### src/rtl/fsu_pkg.sv
package fsu_pkg;

    localparam int BYTE_W     = 8;
    localparam int WORD_W     = 32;
    localparam int MATCH_LAST = 13;
    localparam int LEN_HI_POS = 14;
    localparam int LEN_LO_POS = 15;
    localparam int DATA_POS   = 16;
    localparam int POS_W      = 5;
    localparam int LEN_W      = 16;

    typedef enum logic [1:0] {
        SEG_MATCH,
        SEG_LEN_HI,
        SEG_LEN_LO,
        SEG_DATA
    } seg_e;

    typedef struct packed {
        logic [BYTE_W-1:0] data;
        logic              valid;
        logic              last;
    } rx_beat_t;

    function automatic seg_e seg_of(input logic [POS_W-1:0] pos);
        if (int'(pos) <= MATCH_LAST)      return SEG_MATCH;
        else if (int'(pos) == LEN_HI_POS) return SEG_LEN_HI;
        else if (int'(pos) == LEN_LO_POS) return SEG_LEN_LO;
        else                              return SEG_DATA;
    endfunction

    // Expected header byte at position pos (0..13), address/type order on the wire
    function automatic logic [BYTE_W-1:0] hdr_byte(
        input logic [POS_W-1:0] pos,
        input logic [47:0]      dst,
        input logic [47:0]      src,
        input logic [15:0]      etype
    );
        logic [111:0] h;
        int           sh;
        h  = {dst, src, etype};
        sh = (int'(pos) <= MATCH_LAST) ? (MATCH_LAST - int'(pos)) * BYTE_W : 0;
        return h[sh +: BYTE_W];
    endfunction

endpackage

### src/rtl/fsu_hdr_filter.sv
module fsu_hdr_filter
    import fsu_pkg::*;
#(
    parameter logic [47:0] LOCAL_MAC = 48'h02_00_00_00_00_01,
    parameter logic [47:0] PEER_MAC  = 48'h02_00_00_00_00_02,
    parameter logic [15:0] ETHERTYPE = 16'h88B5
) (
    input  logic              clk,
    input  logic              rst,
    input  rx_beat_t          beat,
    output logic              pay_valid,
    output logic [BYTE_W-1:0] pay_data,
    output logic              frame_end
);

    logic [POS_W-1:0] pos_q;
    logic             reject_q;
    logic [LEN_W-1:0] len_q;
    logic [LEN_W-1:0] seen_q;
    seg_e             seg;
    logic             hit;

    always_comb begin
        seg       = seg_of(pos_q);
        hit       = (beat.data == hdr_byte(pos_q, LOCAL_MAC, PEER_MAC, ETHERTYPE));
        frame_end = beat.valid && beat.last;
        pay_data  = beat.data;
        pay_valid = beat.valid && (seg == SEG_DATA) && !reject_q &&
                    ((len_q == '0) || (seen_q < len_q));
    end

    always_ff @(posedge clk) begin
        if (rst) begin
            pos_q    <= '0;
            reject_q <= 1'b0;
            len_q    <= '0;
            seen_q   <= '0;
        end else if (beat.valid) begin
            if (beat.last) begin
                pos_q    <= '0;
                reject_q <= 1'b0;
                len_q    <= '0;
                seen_q   <= '0;
            end else begin
                unique case (seg)
                    SEG_MATCH: begin
                        if (!hit) reject_q <= 1'b1;
                        pos_q <= pos_q + 1'b1;
                    end
                    SEG_LEN_HI: begin
                        len_q[15:8] <= beat.data;
                        pos_q       <= pos_q + 1'b1;
                    end
                    SEG_LEN_LO: begin
                        len_q[7:0] <= beat.data;
                        pos_q      <= pos_q + 1'b1;
                    end
                    SEG_DATA: begin
                        if (seen_q != '1) seen_q <= seen_q + 1'b1;
                    end
                    default: ;
                endcase
            end
        end
    end

    // once a header byte mismatches, the frame stays rejected until its end
    a_r3_reject_holds: assert property (@(posedge clk) disable iff (rst)
        (reject_q && !frame_end) |=> reject_q);

    // no payload byte is released while the length field is incomplete
    a_r9_no_data_early: assert property (@(posedge clk) disable iff (rst)
        (pos_q < POS_W'(DATA_POS)) |-> !pay_valid);

endmodule

### src/rtl/fsu_word_pack.sv
module fsu_word_pack
    import fsu_pkg::*;
#(
    parameter int CNT_W = 16
) (
    input  logic              clk,
    input  logic              rst,
    input  logic              pay_valid,
    input  logic [BYTE_W-1:0] pay_data,
    input  logic              frame_end,
    input  logic              out_full,
    output logic              out_valid,
    output logic [WORD_W-1:0] out_data,
    output logic [CNT_W-1:0]  ovf_count,
    output logic [CNT_W-1:0]  partial_count
);

    localparam int ACC_W = WORD_W - BYTE_W;

    logic [1:0]       fill_q;
    logic [1:0]       fill_nxt;
    logic [ACC_W-1:0] acc_q;
    logic             word_done;

    always_comb begin
        word_done = pay_valid && (fill_q == 2'd3);
        fill_nxt  = pay_valid ? fill_q + 2'd1 : fill_q;
    end

    always_ff @(posedge clk) begin
        if (rst) begin
            fill_q        <= '0;
            acc_q         <= '0;
            out_valid     <= 1'b0;
            out_data      <= '0;
            ovf_count     <= '0;
            partial_count <= '0;
        end else begin
            out_valid <= 1'b0;
            if (pay_valid) begin
                acc_q <= {acc_q[ACC_W-BYTE_W-1:0], pay_data};
                if (word_done) begin
                    if (!out_full) begin
                        out_valid <= 1'b1;
                        out_data  <= {acc_q, pay_data};
                    end else begin
                        ovf_count <= ovf_count + 1'b1;
                    end
                end
            end
            if (frame_end) begin
                fill_q <= '0;
                if (fill_nxt != 2'd0) partial_count <= partial_count + 1'b1;
            end else begin
                fill_q <= fill_nxt;
            end
        end
    end

    // a word strobe never repeats in back-to-back cycles
    a_r6_single_pulse: assert property (@(posedge clk) disable iff (rst)
        out_valid |=> !out_valid);

    // a word is only written when the FIFO had room at the accepting edge
    a_r8_no_write_when_full: assert property (@(posedge clk) disable iff (rst)
        out_valid |-> !$past(out_full));

    // the loss counter moves only after a full indication
    a_r8_ovf_needs_full: assert property (@(posedge clk) disable iff (rst)
        (ovf_count != $past(ovf_count)) |-> $past(out_full));

    // the partial-word counter moves only at a frame end
    a_r7_partial_at_end: assert property (@(posedge clk) disable iff (rst)
        (partial_count != $past(partial_count)) |-> $past(frame_end));

endmodule

### src/rtl/fsu_frame_unpack.sv
module fsu_frame_unpack
    import fsu_pkg::*;
#(
    parameter logic [47:0] LOCAL_MAC = 48'h02_00_00_00_00_01,
    parameter logic [47:0] PEER_MAC  = 48'h02_00_00_00_00_02,
    parameter logic [15:0] ETHERTYPE = 16'h88B5,
    parameter int          CNT_W     = 16
) (
    input  logic             clk,
    input  logic             rst,
    input  logic [7:0]       rx_data,
    input  logic             rx_valid,
    input  logic             rx_last,
    input  logic             out_full,
    output logic             out_valid,
    output logic [31:0]      out_data,
    output logic [CNT_W-1:0] ovf_count,
    output logic [CNT_W-1:0] partial_count
);

    rx_beat_t          beat;
    logic              pay_valid;
    logic [BYTE_W-1:0] pay_data;
    logic              frame_end;

    always_comb begin
        beat.data  = rx_data;
        beat.valid = rx_valid;
        beat.last  = rx_last;
    end

    fsu_hdr_filter #(
        .LOCAL_MAC (LOCAL_MAC),
        .PEER_MAC  (PEER_MAC),
        .ETHERTYPE (ETHERTYPE)
    ) u_filter (
        .clk       (clk),
        .rst       (rst),
        .beat      (beat),
        .pay_valid (pay_valid),
        .pay_data  (pay_data),
        .frame_end (frame_end)
    );

    fsu_word_pack #(
        .CNT_W (CNT_W)
    ) u_pack (
        .clk           (clk),
        .rst           (rst),
        .pay_valid     (pay_valid),
        .pay_data      (pay_data),
        .frame_end     (frame_end),
        .out_full      (out_full),
        .out_valid     (out_valid),
        .out_data      (out_data),
        .ovf_count     (ovf_count),
        .partial_count (partial_count)
    );

    // a word appears only after a byte was accepted on the previous edge
    a_r6_word_follows_byte: assert property (@(posedge clk) disable iff (rst)
        out_valid |-> $past(rx_valid));

endmodule

### config.mk
export PLATFORM = sky130hd
export DESIGN_NAME = fsu_frame_unpack
export DESIGN_NICKNAME = d
export VERILOG_FILES = /design/src/rtl/fsu_pkg.sv /design/src/rtl/fsu_hdr_filter.sv /design/src/rtl/fsu_word_pack.sv /design/src/rtl/fsu_frame_unpack.sv
export SDC_FILE = /design/constraint.sdc
export NUM_CORES = 1
export LEC_CHECK = 0
export BUFFER_PORTS_ARGS = -buffer_cell sky130_fd_sc_hd__buf_2
export CAP_MARGIN = 10
export CORE_MARGIN = 2
export CORE_UTILIZATION = 25
export DETAILED_ROUTE_END_ITERATION = 12
export PLACE_DENSITY = 0.38
export SYNTH_ARGS = -nofsm -noshare
export SYNTH_HDL_FRONTEND = slang
export SYNTH_SLANG_ARGS = --single-unit
### constraint.sdc
create_clock -name clk -period 4.7 [get_ports clk]
set_input_delay 0.705 -clock clk [delete_from_list [all_inputs] [get_ports clk]]
set_output_delay 0.705 -clock clk [all_outputs]
set_load 0.005 [all_outputs]
==> results.json <==
{
  "cts.htree.levels": 4,
  "ir_drop_mv": 0.206,
  "drt_iter0_drc": 220,
  "ys_seq_area_frac": 0.426,
  "postCtsSetupBuffers": 0,
  "path_clk_slew_ns": 0.06,
  "cp-startpoint": "u_filter.pos_q[0]$_SDFFE_PP0P_",
  "pwr_density_cell_nw_per_um2": 340,
  "path_cells": "ha_1 -> and3_1 -> ha_1 -> or2_1 -> o32a_4 -> or3_1 -> or4_1 -> a21oi_1 -> mux2_1",
  "r2r-end": "u_pack.partial_count[4]$_SDFFE_PP0P_",
  "critical_path_depth": 9,
  "power_leakage_nw": 2.82,
  "final_cell_mix": "129 x dfxtp_1, 113 x nor2_1, 76 x buf_2",
  "finalNetCount": 808,
  "first_global_vias": 4895,
  "crit_path_end": "u_pack.partial_count[4]$_SDFFE_PP0P_",
  "avgViaCountPerCell": 4.62,
  "min_period_ns": 3.72,
  "worstPathArrival_ns": 4.02,
  "hold_path.class": "register to register",
  "wl_met2_um": 7880,
  "ys.flop_type": "dfxtp_1",
  "rows": 56,
  "hold_viol_final": 0,
  "setup_viol": 0,
  "remaining_drc_errors": 0,
  "antenna_cells": 0,
  "r2r_start": "u_filter.pos_q[0]$_SDFFE_PP0P_",
  "crit_path_max_incr_delay_ns": 0.80,
  "routed_wl_um": 16600,
  "crit_type": "register to register",
  "cts_hold_buf": 0,
  "synth_top_area_frac": 0.426,
  "yosys.area.top_type": "dfxtp_1",
  "io_pins": 78,
  "cts_tree": "built",
  "synth_nets": 742,
  "synth_area_um2": 6060,
  "antenna_found_initial": 0,
  "vias": 5091,
  "ys_warn_count": 0,
  "ant_nets": 0,
  "grt_setup_unrepaired": "no",
  "avgSynthCellArea_um2": 8.61,
  "die_area_um2": 25500,
  "finalMaxSlewViolations": 0,
  "cts_buffer_depth": 2,
  "maxCapViolations": 0,
  "wl_per_cell_um": 15.0,
  "fmax_mhz": 269,
  "layout-drive-gt1-share": 0.163,
  "crit_slowest_cell": "or4_1",
  "gp_congestion": 0.774,
  "final_common_cell": "dfxtp_1",
  "skew_ns": 0.0139,
  "syn_to_final_growth_pct": 20.9,
  "startpoint_type": "register",
  "slew_headroom": 0.316,
  "grt_max_degree": 74,
  "crit_family": "simple AND/OR/NAND/NOR gates",
  "yosys-top-cells-area": "dfxtp_1 43%, nor2_1 7.1%, mux2i_1 5.4%",
  "wl_met1_um": 7870,
  "numPortBuffers": 77,
  "highest_layer": "met4",
  "cp_max_fo": 12,
  "grt_overflow_total": 0,
  "grt_pass1_wl_um": 26900,
  "insertion_delay_ns": 0.42,
  "worstSetupEndpointType": "register",
  "synthDistinctLibCells": 51,
  "drt-pass1-iter-count": 4,
  "reg2reg_slack_ns": 0.98,
  "die_y_um": 160,
  "track_usage": 0.132,
  "core_area_um2": 23600,
  "ys_ff_latch": 129,
  "p_total_w": 0.00249,
  "setup-tns-final_ns": 0,
  "numClockSinks": 129,
  "cts_resized": 0,
  "root_buffer": "clkbuf_16",
  "synth-edff-count": 0,
  "dpl.hpwl_um": 11500,
  "rr_worst_depth": 9,
  "holdPathStages": 2,
  "routed-wl-met3_um": 643,
  "critPathMostFrequentCell": "ha_1",
  "status": "completed",
  "synthArstFlopShare": 0,
  "fp.dieW_um": 160,
  "numCtsBuffers": 17,
  "fin_crit_sh": 0.792,
  "start_util": 0.257,
  "path_buf_inv": 0,
  "postSynthCellCount": 704,
  "worstMarginPinSlew_ns": 1.02,
  "cp.required_ns": 5.00
}
## worst min path at each step
stage | endpoint | startpoint | slack [ns]
2_1_floorplan | u_filter.reject_q$_SDFFE_PP0P_ | u_filter.reject_q$_SDFFE_PP0P_ | 0.42
3_3_place_gp | u_filter.reject_q$_SDFFE_PP0P_ | u_filter.reject_q$_SDFFE_PP0P_ | 0.43
3_5_place_dp | u_filter.reject_q$_SDFFE_PP0P_ | u_filter.reject_q$_SDFFE_PP0P_ | 0.44
4_1_cts | u_filter.reject_q$_SDFFE_PP0P_ | u_filter.reject_q$_SDFFE_PP0P_ | 0.45
5_1_grt | u_filter.reject_q$_SDFFE_PP0P_ | u_filter.reject_q$_SDFFE_PP0P_ | 0.47
6_report | u_filter.reject_q$_SDFFE_PP0P_ | u_filter.reject_q$_SDFFE_PP0P_ | 0.45
## synthesized netlist by cell type (6+ instances only)
cell type	instances
dfxtp_1	129
nor2_1	114
nand2_1	75
a21oi_1	53
mux2i_1	33
ha_1	25
inv_1	25
nand3_1	23
nor2b_1	23
clkbuf_1	22
xnor2_1	20
a22oi_1	18
nor3_1	16
mux2_1	15
nand4_1	11
and3_1	10
buf_2	10
nor4_1	10
mux2_2	7
a21o_1	6
o21ai_0	6
## cells by family (layout without fill, tap and decap cells)
family / Yosys count / count (layout) / share of synthesized area
adders and majority gates: 25 / 25 / 0.0516
and+or+nand+nor: 307 / 307 / 0.239
xor gates and xnor gates: 23 / 23 / 0.0332
buffers and inverters: 59 / 138 / 0.0398
muxes: 55 / 55 / 0.0954
AOI/OAI and AO/OA: 106 / 106 / 0.115
DFF: 129 / 129 / 0.426
## per-layer routing
metal / vias to the layer above / track usage
met4: 0 / 0.0384
met2: 103 / 0.222
met1: 2412 / 0.167
met5: - / 0
met3: 11 / 0.0332
li1: 2565 / -
## state kept, by name, summed over array words and instances (netlist names), 2 cells and up
signal,flops
u_filter.len_q,16
u_filter.pos_q,5
u_filter.seen_q,16
u_pack.acc_q,24
u_pack.fill_q,2
u_pack.out_data,32
u_pack.ovf_count,16
u_pack.partial_count,16
## worst register-to-register path, stage by stage (launching register included)
cell and delay [ns]:
dfxtp_1 0.39, ha_1 0.27, and3_1 0.19, ha_1 0.21, or2_1 0.24, o32a_4 0.35
or3_1 0.54, or4_1 0.80, a21oi_1 0.27, mux2_1 0.35
## cell type report
class / count / area, um2
flip-flops and latches: 129 / 2580
well taps: 319 / 399
inverters: 25 / 93.8
fillers: 2495 / 16300
clock buffers: 19 / 453
multi-input cells: 516 / 3240
repair buffers: 81 / 418
clock inverters: 13 / 140
## per-stage QoR
stage	instances	instance area (um2)	hold slack, ns	setup slack, ns	utilization
floorplan	704	6060	0.421	1.46	-
detailed placement	1070	6730	0.440	0.977	0.285
global placement	1070	6730	0.432	1.08	0.285
finish	1102	7330	0.445	0.977	0.310
global route	1102	7330	0.474	0.767	0.310
CTS	1102	7330	0.447	0.966	0.310
## where the power goes
group          total [W]  leakage (nW)  internal (W)  switching (W)
Combinational  0.0000643          1.48     0.0000140      0.0000503
Clock            0.00133         0.294      0.000777       0.000557
Sequential       0.00110          1.04       0.00109     0.00000187
Total            0.00249          2.82       0.00189       0.000609
(Power assumes the default switching activity.)
